===== src/rtl/pll_feed_pkg.sv =====
package pll_feed_pkg;
  localparam int unsigned ADDR_W = 2;
  typedef enum logic [ADDR_W-1:0] {
    REG_CTRL = 2'd0,
    REG_CFG  = 2'd1,
    REG_STAT = 2'd2,
    REG_FEED = 2'd3
  } reg_sel_e;
  localparam logic [7:0] KEY_FIRST  = 8'hAA;
  localparam logic [7:0] KEY_SECOND = 8'h55;
endpackage


===== src/rtl/pll_bus_decode.sv =====
module pll_bus_decode
  import pll_feed_pkg::*;
(
  input  logic              valid_i,
  input  logic              we_i,
  input  logic [ADDR_W-1:0] addr_i,
  input  logic [7:0]        wbyte_i,
  output logic              wr_ctrl_o,
  output logic              wr_cfg_o,
  output logic              key_a_o,
  output logic              key_b_o
);
  logic wr;
  assign wr        = valid_i & we_i;
  assign wr_ctrl_o = wr & (addr_i == REG_CTRL);
  assign wr_cfg_o  = wr & (addr_i == REG_CFG);
  assign key_a_o   = wr & (addr_i == REG_FEED) & (wbyte_i == KEY_FIRST);
  assign key_b_o   = wr & (addr_i == REG_FEED) & (wbyte_i == KEY_SECOND);
endmodule


===== src/rtl/pll_feed_seq.sv =====
module pll_feed_seq (
  input  logic clk_i,
  input  logic rst_ni,
  input  logic key_a_i,
  input  logic key_b_i,
  output logic commit_o
);
  logic armed_q;
  // any cycle other than a first-key write disarms
  always_ff @(posedge clk_i or negedge rst_ni) begin
    if (!rst_ni) armed_q <= 1'b0;
    else         armed_q <= key_a_i;
  end
  assign commit_o = armed_q & key_b_i;
endmodule


===== src/rtl/pll_commit_regs.sv =====
module pll_commit_regs #(
  parameter int unsigned M_W = 5,
  parameter int unsigned P_W = 2
) (
  input  logic               clk_i,
  input  logic               rst_ni,
  input  logic               wr_ctrl_i,
  input  logic               wr_cfg_i,
  input  logic [M_W+P_W-1:0] wdata_i,
  input  logic               commit_i,
  input  logic               pd_i,
  output logic               sh_en_o,
  output logic               sh_conn_o,
  output logic [M_W-1:0]     sh_m_o,
  output logic [P_W-1:0]     sh_p_o,
  output logic               ef_en_o,
  output logic               ef_conn_o,
  output logic [M_W-1:0]     ef_m_o,
  output logic [P_W-1:0]     ef_p_o
);
  always_ff @(posedge clk_i or negedge rst_ni) begin
    if (!rst_ni) begin
      sh_en_o   <= 1'b0;
      sh_conn_o <= 1'b0;
      sh_m_o    <= '0;
      sh_p_o    <= '0;
    end else begin
      if (wr_ctrl_i) begin
        sh_en_o   <= wdata_i[0];
        sh_conn_o <= wdata_i[1];
      end
      if (wr_cfg_i) begin
        sh_m_o <= wdata_i[M_W-1:0];
        sh_p_o <= wdata_i[M_W+P_W-1:M_W];
      end
    end
  end

  always_ff @(posedge clk_i or negedge rst_ni) begin
    if (!rst_ni) begin
      ef_en_o   <= 1'b0;
      ef_conn_o <= 1'b0;
      ef_m_o    <= '0;
      ef_p_o    <= '0;
    end else begin
      if (commit_i) begin
        ef_m_o <= sh_m_o;
        ef_p_o <= sh_p_o;
      end
      // power-down overrides a same-cycle commit of the control bits
      if (pd_i) begin
        ef_en_o   <= 1'b0;
        ef_conn_o <= 1'b0;
      end else if (commit_i) begin
        ef_en_o   <= sh_en_o;
        ef_conn_o <= sh_conn_o;
      end
    end
  end
endmodule


===== src/rtl/pll_feed_regs.sv =====
module pll_feed_regs
  import pll_feed_pkg::*;
#(
  parameter int unsigned DATA_W = 32,
  parameter int unsigned M_W    = 5,
  parameter int unsigned P_W    = 2
) (
  input  logic              clk_i,
  input  logic              rst_ni,
  input  logic              bus_valid_i,
  input  logic              bus_we_i,
  input  logic [ADDR_W-1:0] bus_addr_i,
  input  logic [DATA_W-1:0] bus_wdata_i,
  output logic [DATA_W-1:0] bus_rdata_o,
  input  logic              pd_i,
  input  logic              lock_i,
  output logic              pll_en_o,
  output logic              pll_conn_o,
  output logic [M_W-1:0]    pll_m_o,
  output logic [P_W-1:0]    pll_p_o
);
  localparam int unsigned CFG_W  = M_W + P_W;
  localparam int unsigned LOCK_B = 2 + CFG_W;

  logic wr_ctrl, wr_cfg, key_a, key_b, commit_w;
  logic sh_en, sh_conn;
  logic [M_W-1:0] sh_m;
  logic [P_W-1:0] sh_p;
  logic ef_en, ef_conn;
  logic unused_hi;

  assign unused_hi = ^bus_wdata_i[DATA_W-1:8];

  pll_bus_decode u_dec (
    .valid_i  (bus_valid_i),
    .we_i     (bus_we_i),
    .addr_i   (bus_addr_i),
    .wbyte_i  (bus_wdata_i[7:0]),
    .wr_ctrl_o(wr_ctrl),
    .wr_cfg_o (wr_cfg),
    .key_a_o  (key_a),
    .key_b_o  (key_b)
  );

  pll_feed_seq u_seq (
    .clk_i   (clk_i),
    .rst_ni  (rst_ni),
    .key_a_i (key_a),
    .key_b_i (key_b),
    .commit_o(commit_w)
  );

  pll_commit_regs #(.M_W(M_W), .P_W(P_W)) u_regs (
    .clk_i    (clk_i),
    .rst_ni   (rst_ni),
    .wr_ctrl_i(wr_ctrl),
    .wr_cfg_i (wr_cfg),
    .wdata_i  (bus_wdata_i[CFG_W-1:0]),
    .commit_i (commit_w),
    .pd_i     (pd_i),
    .sh_en_o  (sh_en),
    .sh_conn_o(sh_conn),
    .sh_m_o   (sh_m),
    .sh_p_o   (sh_p),
    .ef_en_o  (ef_en),
    .ef_conn_o(ef_conn),
    .ef_m_o   (pll_m_o),
    .ef_p_o   (pll_p_o)
  );

  assign pll_en_o   = ef_en;
  assign pll_conn_o = ef_en & ef_conn & lock_i;

  always_comb begin
    bus_rdata_o = '0;
    unique case (bus_addr_i)
      REG_CTRL: begin
        bus_rdata_o[0] = sh_en;
        bus_rdata_o[1] = sh_conn;
      end
      REG_CFG:  bus_rdata_o[CFG_W-1:0] = {sh_p, sh_m};
      REG_STAT: begin
        bus_rdata_o[0]          = ef_en;
        bus_rdata_o[1]          = ef_conn;
        bus_rdata_o[LOCK_B-1:2] = {pll_p_o, pll_m_o};
        bus_rdata_o[LOCK_B]     = lock_i;
      end
      default:  bus_rdata_o = '0;
    endcase
  end
endmodule


===== config.mk =====
export PLATFORM = sky130hd
export DESIGN_NAME = pll_feed_regs
export DESIGN_NICKNAME = d
export VERILOG_FILES = /design/src/rtl/pll_feed_pkg.sv /design/src/rtl/pll_bus_decode.sv /design/src/rtl/pll_feed_seq.sv /design/src/rtl/pll_commit_regs.sv /design/src/rtl/pll_feed_regs.sv
export SDC_FILE = /design/constraint.sdc
export NUM_CORES = 1
export LEC_CHECK = 0
export ABC_AREA = 1
export BUFFER_PORTS_ARGS = -buffer_cell sky130_fd_sc_hd__buf_4
export CORE_MARGIN = 2
export CORE_UTILIZATION = 42
export CTS_BUF_LIST = sky130_fd_sc_hd__clkbuf_4 sky130_fd_sc_hd__clkbuf_8 sky130_fd_sc_hd__clkbuf_16
export CTS_CLUSTER_SIZE = 12
export DETAILED_ROUTE_END_ITERATION = 8
export PLACE_DENSITY = 0.8
export SLEW_MARGIN = 20
export SYNTH_ARGS = -nofsm -noshare
export SYNTH_HDL_FRONTEND = slang
export SYNTH_SLANG_ARGS = --single-unit

===== constraint.sdc =====
create_clock -name clk_i -period 1.22 [get_ports clk_i]
set_input_delay 0.183 -clock clk_i [delete_from_list [all_inputs] [get_ports clk_i]]
set_output_delay 0.183 -clock clk_i [all_outputs]
set_load 0.02 [all_outputs]

==> impl_metrics.ini <==
[outcome]
status = finished with violations
violations = negative setup slack

[hold_path]
min_path_cells = 3
holdPathEnd = u_seq.armed_q$_DFF_PN0_
hold_class = in -> reg
hold_start = bus_wdata_i[3]

[drt]
drc = 0
wl_per_cell_um = 12.1
drt_first_pass_iters = 4
wirelength_um = 3080
drtAntennaViolNets = 0
drtIter0Drc = 35
viasPerCell = 4.75
vias = 1210

[clocking]
root_buffer = clkbuf_4
cts_made_buffers = 3
cts_sinks = 19
cts_max_level = 1
cts_tree = built
clk_path_buf_depth = 2
clk_pin_slew_ps = 120
clkLatencyLatePin_ps = 320

[floorplanning]
std_cell_rows = 19
die_h_um = 58.3
io_pins = 81
start_util_pct = 44.5
dieArea_um2 = 3400
die_w_um = 58.3
fp.coreArea_um2 = 2780

[synth]
synth_seq_cells = 19
yosys.area.top_type = dfrtp_1
yosys-top-cells-area = dfrtp_1 38%, nand2_1 16%, buf_4 14%, inv_1 6.1%, nand3_1 6.1%
seq_area_frac_synth_pct = 38.4
ys_warn_count = 0
syn_avg_cell_area_um2 = 7.50
yosys.area.top_type_share_pct = 38.4
synth_cell_type_count = 18
syn_inst = 165
synthesis.area_um2 = 1240

[placement]
dpl_cell_area_um2 = 1470
place_congestion = 0.819
hpwl_um = 2040
place_ws_ps = -74.8
portBuffers = 34

[power]
p_sw_w = 0.000498
swShare_pct = 33.4
vdd_drop_max_v = 0.000697
power.leakage_nw = 0.979
seqPwrFrac_pct = 48.5
intPower_w = 0.000991
powerDensity_nw_per_um2 = 875
p_total_w = 0.00149
p_clk_share_pct = 23.0
combPwrFrac_pct = 28.5

[cells_and_area]
drive_gt1_share_pct = 34.4
nNetsFinal = 269
final_area_um2 = 1700
synthToLayoutAreaGrowth_pct = 37.5
num_antenna_cells = 0

[global_routing]
grt_pass1_vias = 1092
antenna_found_initial = 0
overflow = 0
grt_max_degree = 20
grt_usage_pct = 18.7
grt_pass1_wl_um = 4770

[sta]
max_freq_mhz = 783
clock_skew_ps = 7.81
fin_crit_ps = 1280
hold_viol = 0
rsz0062_at_grt = true
fin_crit_sh_pct = 105
fin_ws_ps = -56.6
setup_violations = 6
final_max_slew_viol_count = 0

[setup_path]
crit_required_ps = 1040
path_delay_family = flip-flops
r2r-end = u_regs.ef_m_o[2]$_DFFE_PN0P_
arrival_ps = 1090
r2r_start = u_seq.armed_q$_DFF_PN0_
crit_buf_inv = 1
crit_type = reg -> out
rr_worst_depth = 5
endpoint_kind = primary output
path_max_fanout = 2
worstSetupStartpointType = flip-flop
r2r_slack_ps = 80
slowest_delay_ps = 410
crit_chain = nand2_1, a21oi_2, buf_4
cp_slowest_cell = dfrtp_1

[run]
drv_cap = 0
worst max-delay path by stage:
stage                                      start        endpoint  slack (ps)  depth (start not counted)
floorplan                          bus_addr_i[0]  bus_rdata_o[2]          70                          5
global placement                   bus_addr_i[1]  bus_rdata_o[3]         -50                          6
detailed placement                 bus_addr_i[1]  bus_rdata_o[2]         -70                          6
CTS                 u_regs.sh_m_o[1]$_DFFE_PN0P_  bus_rdata_o[1]         -60                          5
global route        u_regs.sh_m_o[1]$_DFFE_PN0P_  bus_rdata_o[1]        -120                          5
finish              u_regs.sh_p_o[1]$_DFFE_PN0P_  bus_rdata_o[6]         -60                          3
stage by stage:
| step | setup TNS [ps] | hold WS (ps) | utilization, % | instances |
|---|---|---|---|---|
| 2_1_floorplan | 0 | -113 | - | 186 |
| 6_report | -183 | 130 | 61.2 | 255 |
| 3_3_place_gp | -240 | 66.4 | 52.9 | 232 |
| 5_1_grt | -501 | 132 | 61.2 | 255 |
| 4_1_cts | -118 | 131 | 58.9 | 251 |
| 3_5_place_dp | -716 | 65.7 | 52.9 | 232 |
tightest hold or removal path, stage by stage:
cell	delay (ps)
buf_4	110
nand4_1	80
nor3_1	50
layer usage:
| metal | global-route usage [%] | up-vias | share of wire, % | wire length, µm |
|---|---|---|---|---|
| met5 | 0 | - | 0 | 0 |
| met3 | 2.46 | 4 | 8.3 | 256 |
| met4 | 8.64 | 0 | 1.8 | 55 |
| met1 | 24.3 | 553 | 39 | 1190 |
| li1 | - | 590 | - | - |
| met2 | 30.8 | 63 | 51 | 1580 |
kinds of logic after synthesis:
kind of cell	Yosys count	share of synthesized area, %
simple gates	82	30.7
buf+inv	45	20.8
flops	19	38.4
compound gates	14	5.66
fa+ha+maj	4	4.04
other cells	1	0.303
what timing repair did:
action / CTS / global route
pin swaps: 7 / 5
endpoints found under the setup margin: 10 / 13
gates resized for setup: 6 / 12
gates cloned: 0 / 1
setup buffers: 14 / 3
hold buffers: 1 / 0
endpoints found under the hold margin: 19 / 0
sequential cells by signal, summed over array words and instances (netlist names):
| name | cells |
|---|---|
| u_regs.sh_p_o | 2 |
| u_regs.sh_m_o | 5 |
| u_regs.ef_en_o | 1 |
| u_regs.ef_p_o | 2 |
| u_seq.armed_q | 1 |
| u_regs.ef_m_o | 5 |
| u_regs.sh_conn_o | 1 |
| u_regs.sh_en_o | 1 |
| u_regs.ef_conn_o | 1 |
power groups by stage:
stage          clock network, W  registers, W  logic (W)
2_1_floorplan                 0      0.000730   0.000241
3_3_place_gp                  0      0.000743   0.000287
3_5_place_dp                  0      0.000745   0.000296
4_1_cts                0.000340      0.000718   0.000388
5_1_grt                0.000362      0.000728   0.000464
6_report               0.000342      0.000722   0.000424
cells in the mapped netlist:
cell and count:
nand2_1 52, conb_1 1, inv_1 20, buf_4 23
nor3_4 1, nand3_4 1, buf_2 2, o21ai_0 9
nor3_1 1, and3_1 1, nor2_1 5, nand3_1 15
nor2_4 1, nand3_2 1, dfrtp_1 19, nand4_1 4
a21oi_1 5, ha_1 4
final cells by class:
type	count	area, µm²
repair buffers	59	465
multi-input cells	122	617
inverters	20	75.1
clock buffers	3	22.5
well taps	31	38.8
flip-flops and latches	19	475
fillers	258	1080
clock inverters	1	7.51
layout by cell type (no fill, tap or decap):
cell | synthesis | final
nor2_1 | 5 | 5
inv_1 | 20 | 16
conb_1 | 1 | 22
o21ai_0 | 9 | 9
inv_2 | 0 | 4
dlygate4sd3_1 | 0 | 1
nor3_4 | 1 | 1
a21oi_2 | 0 | 5
and3_1 | 1 | 1
clkinvlp_4 | 0 | 1
clkbuf_4 | 0 | 3
buf_2 | 2 | 1
dfrtp_1 | 19 | 19
nor2_4 | 1 | 1
nand4_1 | 4 | 4
ha_1 | 4 | 2
nor3_1 | 1 | 1
nand3_1 | 15 | 15
nand2_1 | 52 | 52
ha_2 | 0 | 1
ha_4 | 0 | 1
buf_6 | 0 | 6
buf_4 | 23 | 51
nand3_2 | 1 | 1
nand3_4 | 1 | 1
Note: power is estimated with default switching activity, not from simulation.
